File: src/rtl/seq_pkg.sv
`timescale 1ns/1ps
package seq_pkg;

  typedef enum logic [3:0] {
    ST_HOLD, ST_OFF, ST_CORE, ST_PATH, ST_FX, ST_AMP,
    ST_RUN, ST_MUTE, ST_DRAIN, ST_AMPOFF, ST_FAULT
  } seq_st_e;

  // decoded control levels for one state
  typedef struct packed {
    logic rel;    // power-down line released
    logic core;   // reference, PLL, DAC core, clock output
    logic path;   // left/right path enables
    logic fx;     // 3D field active
    logic amp;    // amplifiers and mute release
    logic loud;   // attenuation at full level
    logic busy;
    logic fault;
  } seq_ctl_t;

  localparam logic [1:0] FX_CODE_ON  = 2'b10;
  localparam logic [1:0] FX_CODE_OFF = 2'b00;
  localparam logic [7:0] ATT_MUTE    = 8'h00;
  localparam logic [7:0] ATT_FULL    = 8'hFF;

endpackage

File: src/rtl/seq_timer.sv
`timescale 1ns/1ps
module seq_timer #(
  parameter int CW = 8
) (
  input  logic          clk,
  input  logic          rst_n,
  input  logic          restart,
  output logic [CW-1:0] cnt
);
  localparam logic [CW-1:0] CNT_TOP = {CW{1'b1}};

  // counts cycles spent in the current state, zero on entry, saturating
  always_ff @(posedge clk or negedge rst_n) begin
    if (!rst_n)            cnt <= '0;
    else if (restart)      cnt <= '0;
    else if (cnt != CNT_TOP) cnt <= cnt + 1'b1;
  end
endmodule

File: src/rtl/seq_fsm.sv
`timescale 1ns/1ps
module seq_fsm
  import seq_pkg::*;
#(
  parameter int CW           = 8,
  parameter int HOLD_CYC     = 4,
  parameter int LOCK_CYC     = 20,
  parameter int SETTLE_CYC   = 6,
  parameter int SETTLE3D_CYC = 14,
  parameter int RAMP_CYC     = 9
) (
  input  logic          clk,
  input  logic          rst_n,
  input  logic [CW-1:0] cnt,
  input  logic          up_req,
  input  logic          dn_req,
  input  logic          fx_en,
  input  logic          pll_lock,
  input  logic          hp_low,
  output seq_st_e       st_q,
  output logic          fx_mode,
  output logic          restart
);
  // a state lasts N cycles when it leaves at count N-1
  localparam logic [CW-1:0] HOLD_LAST   = CW'(HOLD_CYC - 1);
  localparam logic [CW-1:0] LOCK_LAST   = CW'(LOCK_CYC - 1);
  localparam logic [CW-1:0] SETTLE_LAST = CW'(SETTLE_CYC - 1);
  localparam logic [CW-1:0] S3D_LAST    = CW'(SETTLE3D_CYC - 1);
  localparam logic [CW-1:0] RAMP_LAST   = CW'(RAMP_CYC - 1);

  seq_st_e st_d;
  logic    fx_mode_q;

  always_comb begin
    st_d = st_q;
    unique case (st_q)
      ST_HOLD:   if (cnt == HOLD_LAST) st_d = ST_OFF;
      ST_OFF:    if (up_req) st_d = ST_CORE;
      // lock is checked before the timeout so a late lock still wins
      ST_CORE:   if (pll_lock) st_d = ST_PATH;
                 else if (cnt == LOCK_LAST) st_d = ST_FAULT;
      ST_PATH:   if (fx_mode_q) st_d = ST_FX;
                 else if (cnt == SETTLE_LAST) st_d = ST_AMP;
      ST_FX:     if (cnt == S3D_LAST) st_d = ST_AMP;
      ST_AMP:    if (cnt == RAMP_LAST) st_d = ST_RUN;
      ST_RUN:    if (dn_req) st_d = ST_MUTE;
      ST_MUTE:   if (cnt == RAMP_LAST) st_d = ST_DRAIN;
      ST_DRAIN:  if (hp_low) st_d = ST_AMPOFF;
      ST_AMPOFF: st_d = ST_OFF;
      ST_FAULT:  if (dn_req) st_d = ST_OFF;
      default:   st_d = ST_HOLD;
    endcase
  end

  always_ff @(posedge clk or negedge rst_n) begin
    if (!rst_n) begin
      st_q      <= ST_HOLD;
      fx_mode_q <= 1'b0;
    end else begin
      st_q <= st_d;
      if (st_q == ST_OFF && up_req) fx_mode_q <= fx_en;
    end
  end

  assign restart = (st_d != st_q);
  assign fx_mode = fx_mode_q;
endmodule

File: src/rtl/seq_outdec.sv
`timescale 1ns/1ps
module seq_outdec
  import seq_pkg::*;
(
  input  seq_st_e  st,
  input  logic     fx_mode,
  output seq_ctl_t ctl
);
  always_comb begin
    ctl = '0;
    unique case (st)
      ST_HOLD:   ctl.busy = 1'b1;
      ST_OFF:    ctl.rel  = 1'b1;
      ST_CORE:   begin ctl.rel = 1'b1; ctl.core = 1'b1; ctl.busy = 1'b1; end
      ST_PATH:   begin ctl.rel = 1'b1; ctl.core = 1'b1; ctl.path = 1'b1; ctl.busy = 1'b1; end
      ST_FX:     begin
                   ctl.rel = 1'b1; ctl.core = 1'b1; ctl.path = 1'b1;
                   ctl.fx  = 1'b1; ctl.busy = 1'b1;
                 end
      ST_AMP:    begin
                   ctl.rel = 1'b1; ctl.core = 1'b1; ctl.path = 1'b1; ctl.fx = fx_mode;
                   ctl.amp = 1'b1; ctl.loud = 1'b1; ctl.busy = 1'b1;
                 end
      ST_RUN:    begin
                   ctl.rel = 1'b1; ctl.core = 1'b1; ctl.path = 1'b1; ctl.fx = fx_mode;
                   ctl.amp = 1'b1; ctl.loud = 1'b1;
                 end
      ST_MUTE, ST_DRAIN: begin
                   ctl.rel = 1'b1; ctl.core = 1'b1; ctl.path = 1'b1; ctl.fx = fx_mode;
                   ctl.amp = 1'b1; ctl.busy = 1'b1;
                 end
      ST_AMPOFF: begin
                   ctl.rel = 1'b1; ctl.core = 1'b1; ctl.path = 1'b1; ctl.fx = fx_mode;
                   ctl.busy = 1'b1;
                 end
      ST_FAULT:  begin ctl.rel = 1'b1; ctl.busy = 1'b1; ctl.fault = 1'b1; end
      default:   ctl.busy = 1'b1;
    endcase
  end
endmodule

File: src/rtl/pwr_seq_ctrl.sv
`timescale 1ns/1ps
module pwr_seq_ctrl
  import seq_pkg::*;
#(
  parameter int HOLD_CYC     = 40,
  parameter int LOCK_CYC     = 7500000,
  parameter int SETTLE_CYC   = 500000,
  parameter int SETTLE3D_CYC = 12500000,
  parameter int RAMP_CYC     = 6020000
) (
  input  logic       clk,
  input  logic       rst_n,
  input  logic       up_req,
  input  logic       dn_req,
  input  logic       fx_en,
  input  logic       pll_lock,
  input  logic       hp_low,
  output logic       rst_o,
  output logic       en_vref,
  output logic       en_pll,
  output logic       en_dac,
  output logic       en_mclk,
  output logic       path_l,
  output logic       path_r,
  output logic [1:0] fx3d,
  output logic       amp_l,
  output logic       amp_r,
  output logic       unmute,
  output logic [7:0] atten,
  output logic       busy,
  output logic       fault
);
  localparam int MAX_A = (HOLD_CYC > LOCK_CYC) ? HOLD_CYC : LOCK_CYC;
  localparam int MAX_B = (SETTLE_CYC > SETTLE3D_CYC) ? SETTLE_CYC : SETTLE3D_CYC;
  localparam int MAX_C = (MAX_A > MAX_B) ? MAX_A : MAX_B;
  localparam int MAX_L = (MAX_C > RAMP_CYC) ? MAX_C : RAMP_CYC;
  localparam int CW    = $clog2(MAX_L + 1);

  logic [CW-1:0] cnt;
  logic          restart;
  logic          fx_mode;
  seq_st_e       st_q;
  seq_ctl_t      ctl;

  seq_timer #(.CW(CW)) u_timer (
    .clk(clk), .rst_n(rst_n), .restart(restart), .cnt(cnt)
  );

  seq_fsm #(
    .CW(CW), .HOLD_CYC(HOLD_CYC), .LOCK_CYC(LOCK_CYC),
    .SETTLE_CYC(SETTLE_CYC), .SETTLE3D_CYC(SETTLE3D_CYC), .RAMP_CYC(RAMP_CYC)
  ) u_fsm (
    .clk(clk), .rst_n(rst_n), .cnt(cnt), .up_req(up_req), .dn_req(dn_req),
    .fx_en(fx_en), .pll_lock(pll_lock), .hp_low(hp_low),
    .st_q(st_q), .fx_mode(fx_mode), .restart(restart)
  );

  seq_outdec u_dec (.st(st_q), .fx_mode(fx_mode), .ctl(ctl));

  assign rst_o   = ctl.rel;
  assign en_vref = ctl.core;
  assign en_pll  = ctl.core;
  assign en_dac  = ctl.core;
  assign en_mclk = ctl.core;
  assign path_l  = ctl.path;
  assign path_r  = ctl.path;
  assign fx3d    = ctl.fx ? FX_CODE_ON : FX_CODE_OFF;
  assign amp_l   = ctl.amp;
  assign amp_r   = ctl.amp;
  assign unmute  = ctl.amp;
  assign atten   = ctl.loud ? ATT_FULL : ATT_MUTE;
  assign busy    = ctl.busy;
  assign fault   = ctl.fault;
endmodule

File: config.mk
export PLATFORM = sky130hd
export DESIGN_NAME = pwr_seq_ctrl
export DESIGN_NICKNAME = d
export VERILOG_FILES = /design/src/rtl/seq_pkg.sv /design/src/rtl/seq_timer.sv /design/src/rtl/seq_fsm.sv /design/src/rtl/seq_outdec.sv /design/src/rtl/pwr_seq_ctrl.sv
export SDC_FILE = /design/constraint.sdc
export NUM_CORES = 1
export LEC_CHECK = 0
export ABC_AREA = 0
export BUFFER_PORTS_ARGS = -buffer_cell sky130_fd_sc_hd__buf_2
export CORE_UTILIZATION = 45
export CTS_CLUSTER_DIAMETER = 30
export DETAILED_ROUTE_END_ITERATION = 6
export PLACE_DENSITY = 0.69
export RECOVER_POWER = 50
export SLEW_MARGIN = 20
export SYNTH_ARGS = -nofsm -noshare
export SYNTH_HDL_FRONTEND = slang
export SYNTH_SLANG_ARGS = --single-unit
export TNS_END_PERCENT = 50
File: constraint.sdc
create_clock -name clk -period 3.5 [get_ports clk]
set_clock_uncertainty 0.1 [all_clocks]
set_input_delay 0.175 -clock clk [delete_from_list [all_inputs] [get_ports clk]]
set_output_delay 0.175 -clock clk [all_outputs]
set_load 0.02 [all_outputs]
==> reports/qor.txt, run 1 <==
Outcome: finished, violations left
Failing checks: max-capacitance violations, max-slew violations
Reg area: 725.7 sq um
Initial antenna violation count: 0
CP max stage delay: 0.50 ns
Multiplexer area fraction after synthesis: 0.03463
Syn_nets: 256
Post-synthesis simple-gate area fraction: 0.3648
Layout cell share with drive strength beyond 1: 0.1808
Buffers on Ports: 27
Die Span Y: 70.25 um
Vias in the first global route: 1601
Area of the multi-input gates: 1171 sq um
Max FO, Critical Path: 24
Largest net degree at the start of global routing: 30
Final hold violation count: 0
Final antenna-violating net count: 0
Post-synth EDFFs: 0
Ys flop type: dfrtp_1
Met3 wire length: 190 um
Total Die Area: 4934 sq um
Ys async rst share: 1.000
Setup slack after layout: 0.6095 ns
Max-cap violations: 1
Critical Path AT: 2.94 ns
Max Root-Sink Buffers: 2
Cells along the critical path: or3_1 -> or4_1 -> or4_4 -> nor2b_4 -> nand4bb_1 -> o211ai_2 -> buf_4 -> nor3_1
Cts bufs inserted: 5
Setup_tns: 0 ns
Combinational family with the most area after synthesis: simple AND/OR/NAND/NOR gates
Fmax achieved: 346.0 MHz
CP Class: flip-flop to flip-flop
Clock sink count: 29
Fin crit share: 0.8258
DRT iter0 DRCs: 94
GRT Util Overall: 0.1956
Worst Hold Class: primary input to flip-flop
Die X: 70.25 um
DR pass1 iterations: 4
Layout overhead on the synthesized area: 6.985%
Min Tclk post-route: 2.890 ns
FF+latch count, synth: 29
CTS tree: built
Synth Cell Area: 2096 sq um
Register area share after synthesis: 0.3463
CP max stage cell: or4_1
Kind of cell adding the most delay to the critical path: simple AND/OR/NAND/NOR gates
Post-cts sizing count: 0
Core area: 4414 sq um
Static Leakage: 0.9280 nW
Most area-consuming cells after synthesis: dfrtp_1, nor2_1, xnor2_1, buf_4, nand2_1
Rel. slew slack: -0.005158
Hold slack: 0.03441 ns
Worst vdd ir: 348.1 uV
Final Setup Violations: 0
Clock Pin Slew Worst Setup and Hold Paths: 0.06 ns
Avg WL per Cell: 14.28 um
Nets: 267
Routed met2 length: 2.128 mm
Critical Path Source Type: flip-flop
Vias: 1744
Antenna diodes: 0
Drt drc: 0
Place WS: 0.6238 ns
DR top layer: met4
Ports: 29
M1 WL: 2.112 mm
Skew-Pair Late Insertion Delay: 0.28 ns
Adder-Cell Fraction of Synth Area: 0.005970
Yosys top cell area share: 0.3463
PD cells: 700.7 nW/um^2
FILL cells: 443
Least-Margin Pin Slew: 1.508 ns
CP Capture Type: flip-flop
RSZ-0062 raised after global routing: no
Buf/Inv on CP: 1
Rows: 24
GPL Wtd Cong: 0.8474
Grt total ovfl: 0
Routed wire length: 4.454 mm
Final HPWL DP: 3.299 mm
Post-Synth XOR/XNOR Area: 0.08776
Synthesized area per cell: 8.451 sq um
First-pass GRT wire length: 7.707 mm
Compound-gate portion of the synthesized area: 0.06567
Synthesis Warnings: 0
Starting Density: 0.4748
Pins Over Slew Limit: 30
Htree depth: 2
Cell taking the most area after synthesis: dfrtp_1
Cell count after synthesis: 248
Req. time, crit path: 3.55 ns
Vias per inst: 5.590
Netlist cell types: 50
Root buf cell: clkbuf_8
-- final timing paths --
check / from / end / slack (ns) / depth (start not counted)
max: u_timer.cnt[6] / u_timer.cnt[13] / 0.61 / 8
min: fx_en / u_fsm.fx_mode / 0.03 / 2
max reg2reg: u_timer.cnt[6] / u_timer.cnt[13] / 0.61 / 8
min reg2reg: u_timer.cnt[1] / u_timer.cnt[1] / 0.48 / 2
max in group asynchronous: rst_n / u_timer.cnt[18] / 1.73 / 2
min in group asynchronous: rst_n / u_timer.cnt[9] / 0.70 / 2
-- cells in the final DEF, fill, tap and decap left out, types with 4 or more instances in the layout --
cell and instances:
o21ai_0 5, dfrtp_1 29, nand2b_1 8, nor4_1 7, nor3_1 15, xor2_1 7
xnor2_1 14, nand4_1 10, buf_2 18, nand2_1 21, nor2_1 33, clkbuf_8 6
nand3_1 9, mux2i_1 5, clkbuf_1 10, a21oi_1 4, nor2_2 10
-- sequential cells by signal, indices dropped and copies added, names as in the netlist --
name and cells:
u_fsm.st_q 4, u_fsm.fx_mode 1, u_timer.cnt 24
-- timing repair --
item	CTS	global route
buffers inserted	0	0
hold endpoints to repair	29	0
hold buffers	1	0
-- power by group --
group	total [mW]	internal (mW)	leakage (nW)	switching, mW
clock	0.352	0.232	0.0585	0.121
combinational	0.738	0.248	0.478	0.490
sequential	0.481	0.382	0.391	0.0989
-- final cells by class --
cell class                      count  area share
Clock buffer                        7     0.03850
Clock inverter                      1     0.01339
Inverter                            2    0.003348
Multi-Input combinational cell    190      0.5223
Sequential cell                    29      0.3237
Tap cell                           52     0.02902
Timing Repair Buffer               31     0.06975
-- through the flow --
stage          power [mW]  cells  area, sq um  utilization
3_3_place_gp        1.240    303         2131       0.4827
3_5_place_dp        1.247    303         2131       0.4827
2_1_floorplan       1.194    248         2096            -
6_report            1.571    312         2242       0.5079
4_1_cts             1.611    312         2257       0.5113
5_1_grt             1.679    312         2242       0.5079
-- cells by family after synthesis --
family	Yosys count
simple gates	140
other cells	1
xor+xnor	21
mux	7
flops	29
compound gates	20
buf+inv	29
fa+ha+maj	1
-- Yosys cell counts (all sizes together), types with 2 or more instances --
cell and count:
a21o 2, nor3 15, nor2b 3, a22oi 2, o21ai 5, nand2 21, xor2 7, nand2b 8
inv 2, nand3 9, or3 2, xnor2 14, a21oi 4, nor2 43, and4 3, or4 5
buf 19, clkbuf 8, mux2i 5, dfrtp 29, mux2 2, nand4b 2, nand4 10, nor4b 2
and3 3, nor4 7
-- layer usage --
layer  GRT usage  up-vias
met4     0.05333        0
met2      0.2931       44
li1            -      874
met1      0.2860      823
met5           0        -
met3     0.03896        3
Note: power is estimated with default switching activity, not from simulation.
==> run 2, diff against run 1 <==
Settings changed: ABC_AREA 0 to 1, PLACE_DENSITY 0.69 to 0.68.
Clock period 3.5 ns to 2.98 ns, I/O delays scaled along.
==> reports/qor.txt, run 2 <==
Most area-consuming cells after synthesis: dfrtp_1, nand2_1, nor2_1, inv_1, nand3_1
Power share of the clock group: 0.237
Area of the multi-input gates: 1330 sq um
GRT Util Overall: 0.2342
Pwr Total: 1.860 mW
Layout overhead on the synthesized area: 8.067%
Req. time, crit path: 3.09 ns
Routed wire length: 6.428 mm
Starting Density: 0.4738
Buffers on Ports: 27
Failing checks: max-capacitance violations, max-slew violations
CTS tree: built
Layout cell share with drive strength beyond 1: 0.1589
Max FO, Critical Path: 23
Clock Pin Slew Worst Setup and Hold Paths: 0.07 ns
Ys async rst share: 1.000
Cell taking the most area after synthesis: dfrtp_1
Max-cap violations: 1
Pins Over Slew Limit: 30
Switching Share: 0.4898
FF+latch count, synth: 29
Skew-Pair Late Insertion Delay: 0.29 ns
Total Die Area: 5781 sq um
Vias in the first global route: 2299
Cell count after synthesis: 388
First-pass GRT wire length: 10.74 mm
Outcome: finished, violations left
Critical Path Source Type: flip-flop
Die X: 76.03 um
Largest register FFs: 24
Fmax achieved: 427.6 MHz
DRT iter0 DRCs: 148
Largest Register: u_timer.cnt
Critical Path AT: 2.45 ns
CP Capture Type: flip-flop
Post-cts sizing count: 0
Ports: 29
Flop pwr share: 0.260
CP max stage delay: 0.43 ns
Most frequent cells in the layout: nand2_1, nor2_1, inv_1
Avg WL per Cell: 13.42 um
Die Span Y: 76.03 um
DR pass1 iterations: 4
Ys flop type: dfrtp_1
Rel. slew slack: -0.1109
Worst vdd ir: 491.3 uV
Root buf cell: clkbuf_8
Nets: 416
GPL Wtd Cong: 0.9525
Reg area: 725.7 sq um
Grt total ovfl: 0
Synthesis Warnings: 0
Htree depth: 2
Internal power: 0.9487 mW
Vias: 2459
Post-Place Cells: 469
Fin crit share: 0.7848
Post-synth EDFFs: 0
Top post-synthesis cells by count: nand2_1, nor2_1, inv_1
Max Root-Sink Buffers: 2
Logic pwr share: 0.504
Rows: 26
Yosys top cell area share: 0.2943
CTS hold repair buffers: 2
Setup_tns: 0 ns
Commonest non-fill, non-tap cell in the layout: nand2_1
CP max stage cell: dfrtp_1
FILL cells: 553
Cells along the critical path: ha_1 -> nand3_1 -> nor2_1 -> nand3_1 -> nand2_1 -> nand2_1 -> inv_1 -> nand3_1 -> nand2_2 -> nand2_2 -> nor2_4 -> nand2_4 -> nor2_1
Vias per inst: 5.134
Core area: 5205 sq um
Final hold violation count: 0
Clock sink count: 29
Non-filler instance count after layout: 479
Syn_nets: 396
Netlist cell types: 32
Postcts setup bufs: 0
RSZ-0062 raised after global routing: no
Least-Margin Pin Slew: 1.666 ns
Register area share after synthesis: 0.2943
Most used cell along the critical path: nand3_1
Drt drc: 0
Cts bufs inserted: 5
Final Setup Violations: 0
PD cells: 697.7 nW/um^2
Final HPWL DP: 5.046 mm
Static Leakage: 1.349 nW
Final antenna-violating net count: 0
CP Class: flip-flop to flip-flop
Synthesized area per cell: 6.356 sq um
Antenna diodes: 0
Largest net degree at the start of global routing: 30
Initial antenna violation count: 0
Most frequent cell after synthesis: nand2_1
Net Switching: 0.9108 mW
Synth Cell Area: 2466 sq um
Worst Hold Class: primary input to flip-flop
Min Tclk post-route: 2.339 ns
## run 2: cells by family (layout without fill, tap and decap cells)
logic type	after synthesis	count (layout)	synth area share
DFF	29	29	0.2943
and+or+nand+nor	241	241	0.4546
xor gates and xnor gates	8	8	0.02841
AOI/OAI and AO/OA	25	25	0.05886
adders and majority gates	1	1	0.005073
buffers and inverters	83	104	0.1573
other	1	1	0.001521
## run 2: area by class of cell
| cell class | count | share of cell area |
|---|---|---|
| clock buffer | 6 | 0.03099 |
| clock inverter | 2 | 0.01408 |
| inverter | 67 | 0.09437 |
| multi-input combinational | 276 | 0.4991 |
| sequential | 29 | 0.2723 |
| tap | 70 | 0.03286 |
| timing repair buffer | 29 | 0.05634 |
## run 2: worst paths after layout
path                                     start               to  slack (ns)  cells after the start
worst max-delay path            u_timer.cnt[0]  u_timer.cnt[13]        0.64                     13
min in group asynchronous                rst_n  u_timer.cnt[18]        0.73                      2
worst min register to register   u_fsm.fx_mode    u_fsm.fx_mode        0.45                      2
worst min-delay path                    up_req    u_fsm.fx_mode        0.10                      5
max in group asynchronous                rst_n   u_timer.cnt[2]        1.09                      2
worst max register to register  u_timer.cnt[0]  u_timer.cnt[13]        0.64                     13
## run 2: worst max-delay path, delay by kind of cell (launching register included)
family | cells | cell delay [ns]
buffers and inverters | 1 | 0.06
DFF | 1 | 0.43
adders and majority gates | 1 | 0.25
and+or+nand+nor | 11 | 1.42
## run 2: power groups by stage
stage | clock network (mW) | logic [mW] | registers, mW
floorplan | 0 | 0.919 | 0.475
global placement | 0 | 0.946 | 0.487
detailed placement | 0 | 0.955 | 0.489
CTS | 0.449 | 0.963 | 0.483
global route | 0.463 | 1.04 | 0.486
finish | 0.440 | 0.937 | 0.483
## run 2: stage by stage
| stage | instance area, sq um | worst slack, ns | utilization | hold slack, ns |
|---|---|---|---|---|
| 2_1_floorplan | 2466 | 1.069 | - | -0.2466 |
| 3_3_place_gp | 2552 | 0.7821 | 0.4904 | 0.1315 |
| 3_5_place_dp | 2552 | 0.7148 | 0.4904 | 0.1399 |
| 4_1_cts | 2693 | 0.7031 | 0.5173 | 0.09353 |
| 5_1_grt | 2665 | 0.4058 | 0.5120 | 0.1385 |
| 6_report | 2665 | 0.6414 | 0.5120 | 0.1007 |
## run 2: per-layer routing
layer	part of all wire	global-route usage	vias to the layer above	wire length (um)
li1	-	-	1237	-
met1	0.46	0.3058	1129	2940
met2	0.47	0.3909	81	2993
met3	0.059	0.03952	12	379
met4	0.018	0.08269	0	114
met5	0	0	-	0
